`src/rtl/dwr_pkg.sv`:
```
package dwr_pkg;

  // Class of the slot addressed by the current request
  typedef enum logic [2:0] {
    K_BASE = 3'd0,
    K_MASK = 3'd1,
    K_XLAT = 3'd2,
    K_CTRL = 3'd3,
    K_ZERO = 3'd4,
    K_BAD  = 3'd5
  } regKind_e;

  // Strobes from the decoder to the datapath
  typedef struct packed {
    logic     fire;
    logic     wrEn;
    regKind_e kind;
  } dwrStrobe_t;

endpackage

```
`src/rtl/dwr_ctrl.sv`:
```
module dwr_ctrl
  import dwr_pkg::*;
#(
  parameter int ADDR_W      = 12,
  parameter int STRIDE_LG   = 6,
  parameter int SIZE_W      = 4,
  parameter int DATA_W      = 64,
  parameter int NUM_WIN     = 4,
  parameter int IDX_BASE0   = 0,
  parameter int IDX_MASK0   = 4,
  parameter int IDX_XLAT0   = 8,
  parameter int IDX_CTRL    = 12,
  parameter int IDX_ERRSTAT = 15,
  parameter int IDX_ERRMASK = 16,
  parameter int IDX_FLUSH   = 19,
  localparam int IDX_W      = ADDR_W - STRIDE_LG,
  localparam int WIN_W      = (NUM_WIN > 1) ? $clog2(NUM_WIN) : 1
) (
  input  logic              reqValid,
  input  logic              reqWrite,
  input  logic [ADDR_W-1:0] reqAddr,
  input  logic [SIZE_W-1:0] reqSize,
  output dwrStrobe_t        strobe,
  output logic [WIN_W-1:0]  winSel
);

  localparam int WORD_BYTES = DATA_W / 8;

  logic [IDX_W-1:0] regIdx;
  logic             sizeOk;
  logic             unusedLowBits;
  int               idxI;

  assign regIdx        = reqAddr[ADDR_W-1:STRIDE_LG];
  assign unusedLowBits = ^reqAddr[STRIDE_LG-1:0];
  assign sizeOk        = (reqSize == SIZE_W'(WORD_BYTES));

  always_comb begin
    regKind_e kindNext;
    logic     storing;
    idxI     = int'(regIdx);
    kindNext = K_BAD;
    storing  = 1'b0;
    winSel   = '0;
    if (idxI >= IDX_BASE0 && idxI < IDX_BASE0 + NUM_WIN) begin
      kindNext = K_BASE;
      storing  = 1'b1;
      winSel   = WIN_W'(idxI - IDX_BASE0);
    end else if (idxI >= IDX_MASK0 && idxI < IDX_MASK0 + NUM_WIN) begin
      kindNext = K_MASK;
      storing  = 1'b1;
      winSel   = WIN_W'(idxI - IDX_MASK0);
    end else if (idxI >= IDX_XLAT0 && idxI < IDX_XLAT0 + NUM_WIN) begin
      kindNext = K_XLAT;
      storing  = 1'b1;
      winSel   = WIN_W'(idxI - IDX_XLAT0);
    end else if (idxI == IDX_CTRL) begin
      kindNext = K_CTRL;
      storing  = 1'b1;
    end else if (idxI == IDX_ERRSTAT || idxI == IDX_FLUSH) begin
      kindNext = K_ZERO;
    end else if (idxI == IDX_ERRMASK) begin
      // readable as zero, but a write is rejected
      kindNext = reqWrite ? K_BAD : K_ZERO;
    end
    if (!sizeOk) begin
      kindNext = K_BAD;
    end
    strobe.fire = reqValid;
    strobe.kind = kindNext;
    strobe.wrEn = reqValid && reqWrite && storing && sizeOk;
  end

endmodule

```
`src/rtl/dwr_datapath.sv`:
```
module dwr_datapath
  import dwr_pkg::*;
#(
  parameter int DATA_W           = 64,
  parameter int NUM_WIN          = 4,
  parameter logic [63:0] CTRL_RST = 64'h0000_0021_0010_0000,
  localparam int WIN_W           = (NUM_WIN > 1) ? $clog2(NUM_WIN) : 1
) (
  input  logic                      clk,
  input  logic                      rstN,
  input  dwrStrobe_t                strobe,
  input  logic [WIN_W-1:0]          winSel,
  input  logic                      reqWrite,
  input  logic [DATA_W-1:0]         reqWdata,
  output logic                      rspValid,
  output logic                      rspErr,
  output logic [DATA_W-1:0]         rspRdata,
  output logic [NUM_WIN*DATA_W-1:0] winBaseFlat,
  output logic [NUM_WIN*DATA_W-1:0] winMaskFlat,
  output logic [NUM_WIN*DATA_W-1:0] winXlatFlat,
  output logic [DATA_W-1:0]         ctrlWord
);

  logic [DATA_W-1:0] baseQ [NUM_WIN];
  logic [DATA_W-1:0] maskQ [NUM_WIN];
  logic [DATA_W-1:0] xlatQ [NUM_WIN];
  logic [DATA_W-1:0] ctrlQ;
  logic [DATA_W-1:0] rdNext;

  genvar w;
  generate
    for (w = 0; w < NUM_WIN; w++) begin : g_win
      logic hitW;
      assign hitW = strobe.wrEn && (winSel == WIN_W'(w));

      always_ff @(posedge clk or negedge rstN) begin
        if (!rstN) begin
          baseQ[w] <= '0;
          maskQ[w] <= '0;
          xlatQ[w] <= '0;
        end else if (hitW) begin
          if (strobe.kind == K_BASE) baseQ[w] <= reqWdata;
          if (strobe.kind == K_MASK) maskQ[w] <= reqWdata;
          if (strobe.kind == K_XLAT) xlatQ[w] <= reqWdata;
        end
      end

      assign winBaseFlat[w*DATA_W +: DATA_W] = baseQ[w];
      assign winMaskFlat[w*DATA_W +: DATA_W] = maskQ[w];
      assign winXlatFlat[w*DATA_W +: DATA_W] = xlatQ[w];
    end
  endgenerate

  always_ff @(posedge clk or negedge rstN) begin
    if (!rstN) begin
      ctrlQ <= DATA_W'(CTRL_RST);
    end else if (strobe.wrEn && strobe.kind == K_CTRL) begin
      ctrlQ <= reqWdata;
    end
  end

  assign ctrlWord = ctrlQ;

  always_comb begin
    rdNext = '0;
    if (!reqWrite) begin
      unique case (strobe.kind)
        K_BASE:  rdNext = baseQ[winSel];
        K_MASK:  rdNext = maskQ[winSel];
        K_XLAT:  rdNext = xlatQ[winSel];
        K_CTRL:  rdNext = ctrlQ;
        default: rdNext = '0;
      endcase
    end
  end

  always_ff @(posedge clk or negedge rstN) begin
    if (!rstN) begin
      rspValid <= 1'b0;
      rspErr   <= 1'b0;
      rspRdata <= '0;
    end else begin
      rspValid <= strobe.fire;
      rspErr   <= strobe.fire && (strobe.kind == K_BAD);
      rspRdata <= (strobe.fire && strobe.kind != K_BAD) ? rdNext : '0;
    end
  end

endmodule

```
`src/rtl/dma_window_regs.sv`:
```
module dma_window_regs
  import dwr_pkg::*;
#(
  parameter int ADDR_W            = 12,
  parameter int STRIDE_LG         = 6,
  parameter int SIZE_W            = 4,
  parameter int DATA_W            = 64,
  parameter int NUM_WIN           = 4,
  parameter int IDX_BASE0         = 0,
  parameter int IDX_MASK0         = 4,
  parameter int IDX_XLAT0         = 8,
  parameter int IDX_CTRL          = 12,
  parameter int IDX_ERRSTAT       = 15,
  parameter int IDX_ERRMASK       = 16,
  parameter int IDX_FLUSH         = 19,
  parameter logic [63:0] CTRL_RST = 64'h0000_0021_0010_0000
) (
  input  logic                      clk,
  input  logic                      rstN,
  input  logic                      reqValid,
  input  logic                      reqWrite,
  input  logic [ADDR_W-1:0]         reqAddr,
  input  logic [SIZE_W-1:0]         reqSize,
  input  logic [DATA_W-1:0]         reqWdata,
  output logic                      rspValid,
  output logic                      rspErr,
  output logic [DATA_W-1:0]         rspRdata,
  output logic [NUM_WIN*DATA_W-1:0] winBaseFlat,
  output logic [NUM_WIN*DATA_W-1:0] winMaskFlat,
  output logic [NUM_WIN*DATA_W-1:0] winXlatFlat,
  output logic [DATA_W-1:0]         ctrlWord
);

  localparam int WIN_W = (NUM_WIN > 1) ? $clog2(NUM_WIN) : 1;

  dwrStrobe_t       strobe;
  logic [WIN_W-1:0] winSel;

  dwr_ctrl #(
    .ADDR_W(ADDR_W), .STRIDE_LG(STRIDE_LG), .SIZE_W(SIZE_W), .DATA_W(DATA_W),
    .NUM_WIN(NUM_WIN), .IDX_BASE0(IDX_BASE0), .IDX_MASK0(IDX_MASK0),
    .IDX_XLAT0(IDX_XLAT0), .IDX_CTRL(IDX_CTRL), .IDX_ERRSTAT(IDX_ERRSTAT),
    .IDX_ERRMASK(IDX_ERRMASK), .IDX_FLUSH(IDX_FLUSH)
  ) u_ctrl (
    .reqValid(reqValid),
    .reqWrite(reqWrite),
    .reqAddr (reqAddr),
    .reqSize (reqSize),
    .strobe  (strobe),
    .winSel  (winSel)
  );

  dwr_datapath #(
    .DATA_W(DATA_W), .NUM_WIN(NUM_WIN), .CTRL_RST(CTRL_RST)
  ) u_dp (
    .clk        (clk),
    .rstN       (rstN),
    .strobe     (strobe),
    .winSel     (winSel),
    .reqWrite   (reqWrite),
    .reqWdata   (reqWdata),
    .rspValid   (rspValid),
    .rspErr     (rspErr),
    .rspRdata   (rspRdata),
    .winBaseFlat(winBaseFlat),
    .winMaskFlat(winMaskFlat),
    .winXlatFlat(winXlatFlat),
    .ctrlWord   (ctrlWord)
  );

endmodule

```
`config.mk`:
```
export PLATFORM = sky130hd
export DESIGN_NAME = dma_window_regs
export DESIGN_NICKNAME = d
export VERILOG_FILES = /design/src/rtl/dwr_pkg.sv /design/src/rtl/dwr_ctrl.sv /design/src/rtl/dwr_datapath.sv /design/src/rtl/dma_window_regs.sv
export SDC_FILE = /design/constraint.sdc
export NUM_CORES = 1
export LEC_CHECK = 0
export BUFFER_PORTS_ARGS = -buffer_cell sky130_fd_sc_hd__buf_4
export CORE_AREA = 2 2 379 381
export CTS_CLUSTER_SIZE = 16
export DETAILED_ROUTE_END_ITERATION = 10
export DIE_AREA = 0 0 381 383
export PLACE_DENSITY_LB_ADDON = 0.15
export RECOVER_POWER = 50
export SYNTH_ARGS = -nofsm -noshare
export SYNTH_HDL_FRONTEND = slang
export SYNTH_HIERARCHICAL = 1
export SYNTH_SLANG_ARGS = --single-unit
```
`constraint.sdc`:
```
create_clock -name clk -period 1.4 [get_ports clk]
set_clock_uncertainty 0.05 [all_clocks]
set_input_delay 0.42 -clock clk [delete_from_list [all_inputs] [get_ports clk]]
set_output_delay 0.42 -clock clk [all_outputs]
set_load 0.1 [all_outputs]
```
==> results.yml <==
critical_path:
  slowest_stage: "nor4b_4"
  max_fo_critical_path: 6
  end_kind: "flip-flop"
  critPathKind: "input pin to flip-flop"
  cp.arrival_ns: 2.72
  timing.critical_path.required_ns: 1.94
  cpLargestDelayFamily: "buffers and inverters"
  critical_path.startpoint_type: "input pin"
  cp_num_buf_inv: 6
  crit_path_cell_trace: "buf_6 -> nor4b_4 -> o211ai_4 -> buf_6 -> nand4b_1 -> buf_4 -> nor3b_4 -> buf_4 -> buf_12 -> clkbuf_16 -> mux2_4"
  slowest_delay_ns: 0.39
synthesis:
  synth.yosys.warnings: 6
  ys_seq_elements: 898
  yosys-top-cells-count: "dfrtp_1, mux2_2, nand3_1"
  synthDominantCellAreaShare: 0.5649
  synthDominantAreaCellType: "dfrtp_1"
  post_synth_inst_count: 2531
  yosysMostFrequentCell: "dfrtp_1"
  combinational_family_with_the_most_area_after_synthesis: "multiplexers"
  post_synth_edffs: 0
  yosys-top-cells-area: "dfrtp_1, mux2_2, mux4_2, nand3_1, mux2_4"
  yosys_most_used_dff: "dfrtp_1"
  total_nets_after_synthesis: 2615
  synth.cell_area_mm2: 0.03965
  ys_seq_area_frac: 0.5669
  synthesized_area_fraction_occupied_by_ao_oa_aoi_and_oai_cells: 0.001168
  postSynthAreaPerCell_um2: 15.67
  synthXorXnorAreaFrac: 0
  yosys.cell_types.count: 32
  yosys.area_share.adder: 0
  synth_async_sr_flop_share: 1.000
  yosys-mux-area-fraction: 0.3510
  synth_simple_gate_area_share: 0.04894
die:
  floorplan.die_area_mm2: 0.1459
  core-area_mm2: 0.1423
  die_x_um: 381
  initial_core_utilization: 0.2787
  chipHeight_um: 383
  ports_placed_on_the_boundary: 982
  core.rowCount: 139
sta:
  timing.max_slew.rel_slack: 0.5432
  postLayoutSetupSlackWorst_ns: -0.7839
  timing.final.hold_violations: 0
  final_min_period_over_clock_period: 1.560
  min_period_ns: 2.184
  tns_ns: -1025.57
  setup_viol_count_final: 2061
  timing.fmax_mhz: 457.9
  final.hold.worst_slack_ns: 0.06900
  worst_margin_slew_ns: 0.6853
  rsz0062_at_grt: "yes"
  drv_slew: 0
clocking:
  cts.htree.levels: 3
  clock_buffer_count_from_cts: 108
  clock_sink_count: 898
  clock_latency_late_sink_ns: 0.72
  tritoncts_clock_tree: "yes"
  clock_path_buffers: 3
  cts.reportedPaths.clkPinSlew_ns: 0.06
  cts-root-buf: "clkbuf_16"
min_path:
  path_category_of_the_worst_min_delay_check: "input pin to flip-flop"
layout:
  layout-area-overhead-vs-synth_pct: 59.76
  drive_gt1_frac: 0.7129
  finalNetCount: 4099
  utilization: 0.4453
  stdcell_area_mm2: 0.06334
  final_non_filler_cell_total: 6008
  layout.filler_cells: 13070
route:
  detailedRoute.firstPassIterationCount: 5
  wl_per_cell_um: 32.99
  route.vias.total: 30320
  route.antenna.remaining_nets: 0
  route.detailed.drc: 0
  finalWirelength_um: 198200
  first_iter_violations: 1857
  viasPerCell: 5.046
power_and_ir_drop:
  seq_pwr_share: 0.445
  finalPower_mw: 58.40
  power.share.combinational: 0.041
  p_sw_frac: 0.2317
  static_leakage_nw: 31.42
  power.clock.fraction: 0.514
  internal_dissipation_mw: 44.87
  vdd_drop_max_uv: 875.5
  net-switching-power_mw: 13.53
  power_density_mw_per_mm2: 922.0
grt:
  grt_first_pass_wirelength_um: 258900
  grt_pass1_vias: 31310
  grt_antenna_before_repair: 2
  globalRouteOverflowTotal: 0
  grt_max_degree: 81
  grtUsageTotal: 0.2497
placement:
  place_inst: 5493
  final_weighted_congestion_in_routability_driven_placement: 0.8410
  placement.setup.worst_slack_ns: -1.591
  placed_cell_area_mm2: 0.05209
  hpwl_after_dpl_um: 129500
  buffer_ports.inserted: 975
status:
  failing_checks: "negative setup slack"
  status: "finished, violations left"
job:
  cap_violations: 0
flip-flops by register name, indices dropped and copies added, names as in the netlist:
register / count
u_dp/rspErr: 1
u_dp/rspRdata: 64
u_dp/winMaskFlat: 256
u_dp/ctrlWord: 64
u_dp/winXlatFlat: 256
u_dp/winBaseFlat: 256
u_dp/rspValid: 1
final timing paths:
kind                                        from               endpoint  slack (ns)  depth (start not counted)
setup / recovery                      reqSize[0]  u_dp/winMaskFlat[221]       -0.78                         11
hold / removal                      reqWdata[55]  u_dp/winMaskFlat[247]        0.07                          2
setup reg to reg           u_dp/winXlatFlat[255]      u_dp/rspRdata[63]       -0.27                          4
hold reg to reg            u_dp/winBaseFlat[171]  u_dp/winBaseFlat[171]        0.48                          1
max in group asynchronous                   rstN  u_dp/winXlatFlat[228]       -0.10                          4
min in group asynchronous                   rstN   u_dp/winXlatFlat[66]        0.15                          2
per-layer routing:
layer | wire (µm) | up-vias | track usage
met4 | 7544 | 0 | 0.08871
met2 | 97240 | 1111 | 0.4156
met5 | 0 | - | 0
li1 | - | 12470 | -
met3 | 11750 | 284 | 0.05122
met1 | 81660 | 16450 | 0.3219
kinds of logic (layout without fill, tap and decap cells):
logic type / after synthesis / count (layout)
DFF: 898 / 898
buffers and inverters: 248 / 1818
AOI/OAI and AO/OA: 6 / 6
other: 0 / 2
muxes: 1024 / 1024
and+or+nand+nor: 355 / 357
cell usage in the layout, fill, tap and decap left out, types with 2 or more instances in the layout:
cell type / instances
buf_4: 1044
dfrtp_1: 770
mux2_2: 618
buf_12: 297
nand3_1: 248
mux2_4: 214
mux4_2: 192
clkbuf_16: 138
buf_6: 127
dfrtp_2: 125
nand4_1: 63
dlygate4sd3_1: 60
buf_16: 29
clkbuf_8: 28
clkbuf_1: 24
buf_8: 23
clkinv_2: 18
bufinv_16: 13
nand2_8: 7
nand3_2: 7
inv_6: 4
nand2_4: 4
clkbuf_2: 4
nor2_4: 3
nor3b_4: 3
dfstp_2: 3
diode_2: 2
clkinv_8: 2
buf_2: 2
and3_4: 2
nor4b_4: 2
nand2_1: 2
nor2_1: 2
area by class of cell:
| type | instances | area [µm²] | share of cell area |
|---|---|---|---|
| flip-flops and latches | 898 | 22630 | 0.3573 |
| multi-input cells | 1387 | 16760 | 0.2646 |
| clock inverters | 40 | 606.8 | 0.009580 |
| diodes | 2 | 5.005 | 0.00007901 |
| well taps | 1903 | 2381 | 0.03759 |
| repair buffers | 1620 | 17790 | 0.2808 |
| clock buffers | 158 | 3171 | 0.05005 |
repair_timing:
action,CTS,global route
setup buffers,154,58
hold buffers,60,0
endpoints found under the hold margin,1093,0
pin swaps,6,19
gates cloned,15,36
gates resized for setup,942,134
setup endpoints to repair,1795,1795
worst register-to-register path: stages, from the launching register on:
cell     delay, ns
dfrtp_1       0.40
buf_4         0.14
mux4_2        0.46
nand3_1       0.22
nand4_1       0.23
power groups by stage:
stage	Sequential (mW)	Clock [mW]	Combinational [mW]
2_1_floorplan	26.5	0	0.577
6_report	26.0	30.0	2.41
4_1_cts	26.0	30.7	2.37
3_3_place_gp	26.4	0	2.19
5_1_grt	26.0	31.6	2.60
3_5_place_dp	26.4	0	2.18
Power figures use the tool's default switching activity.
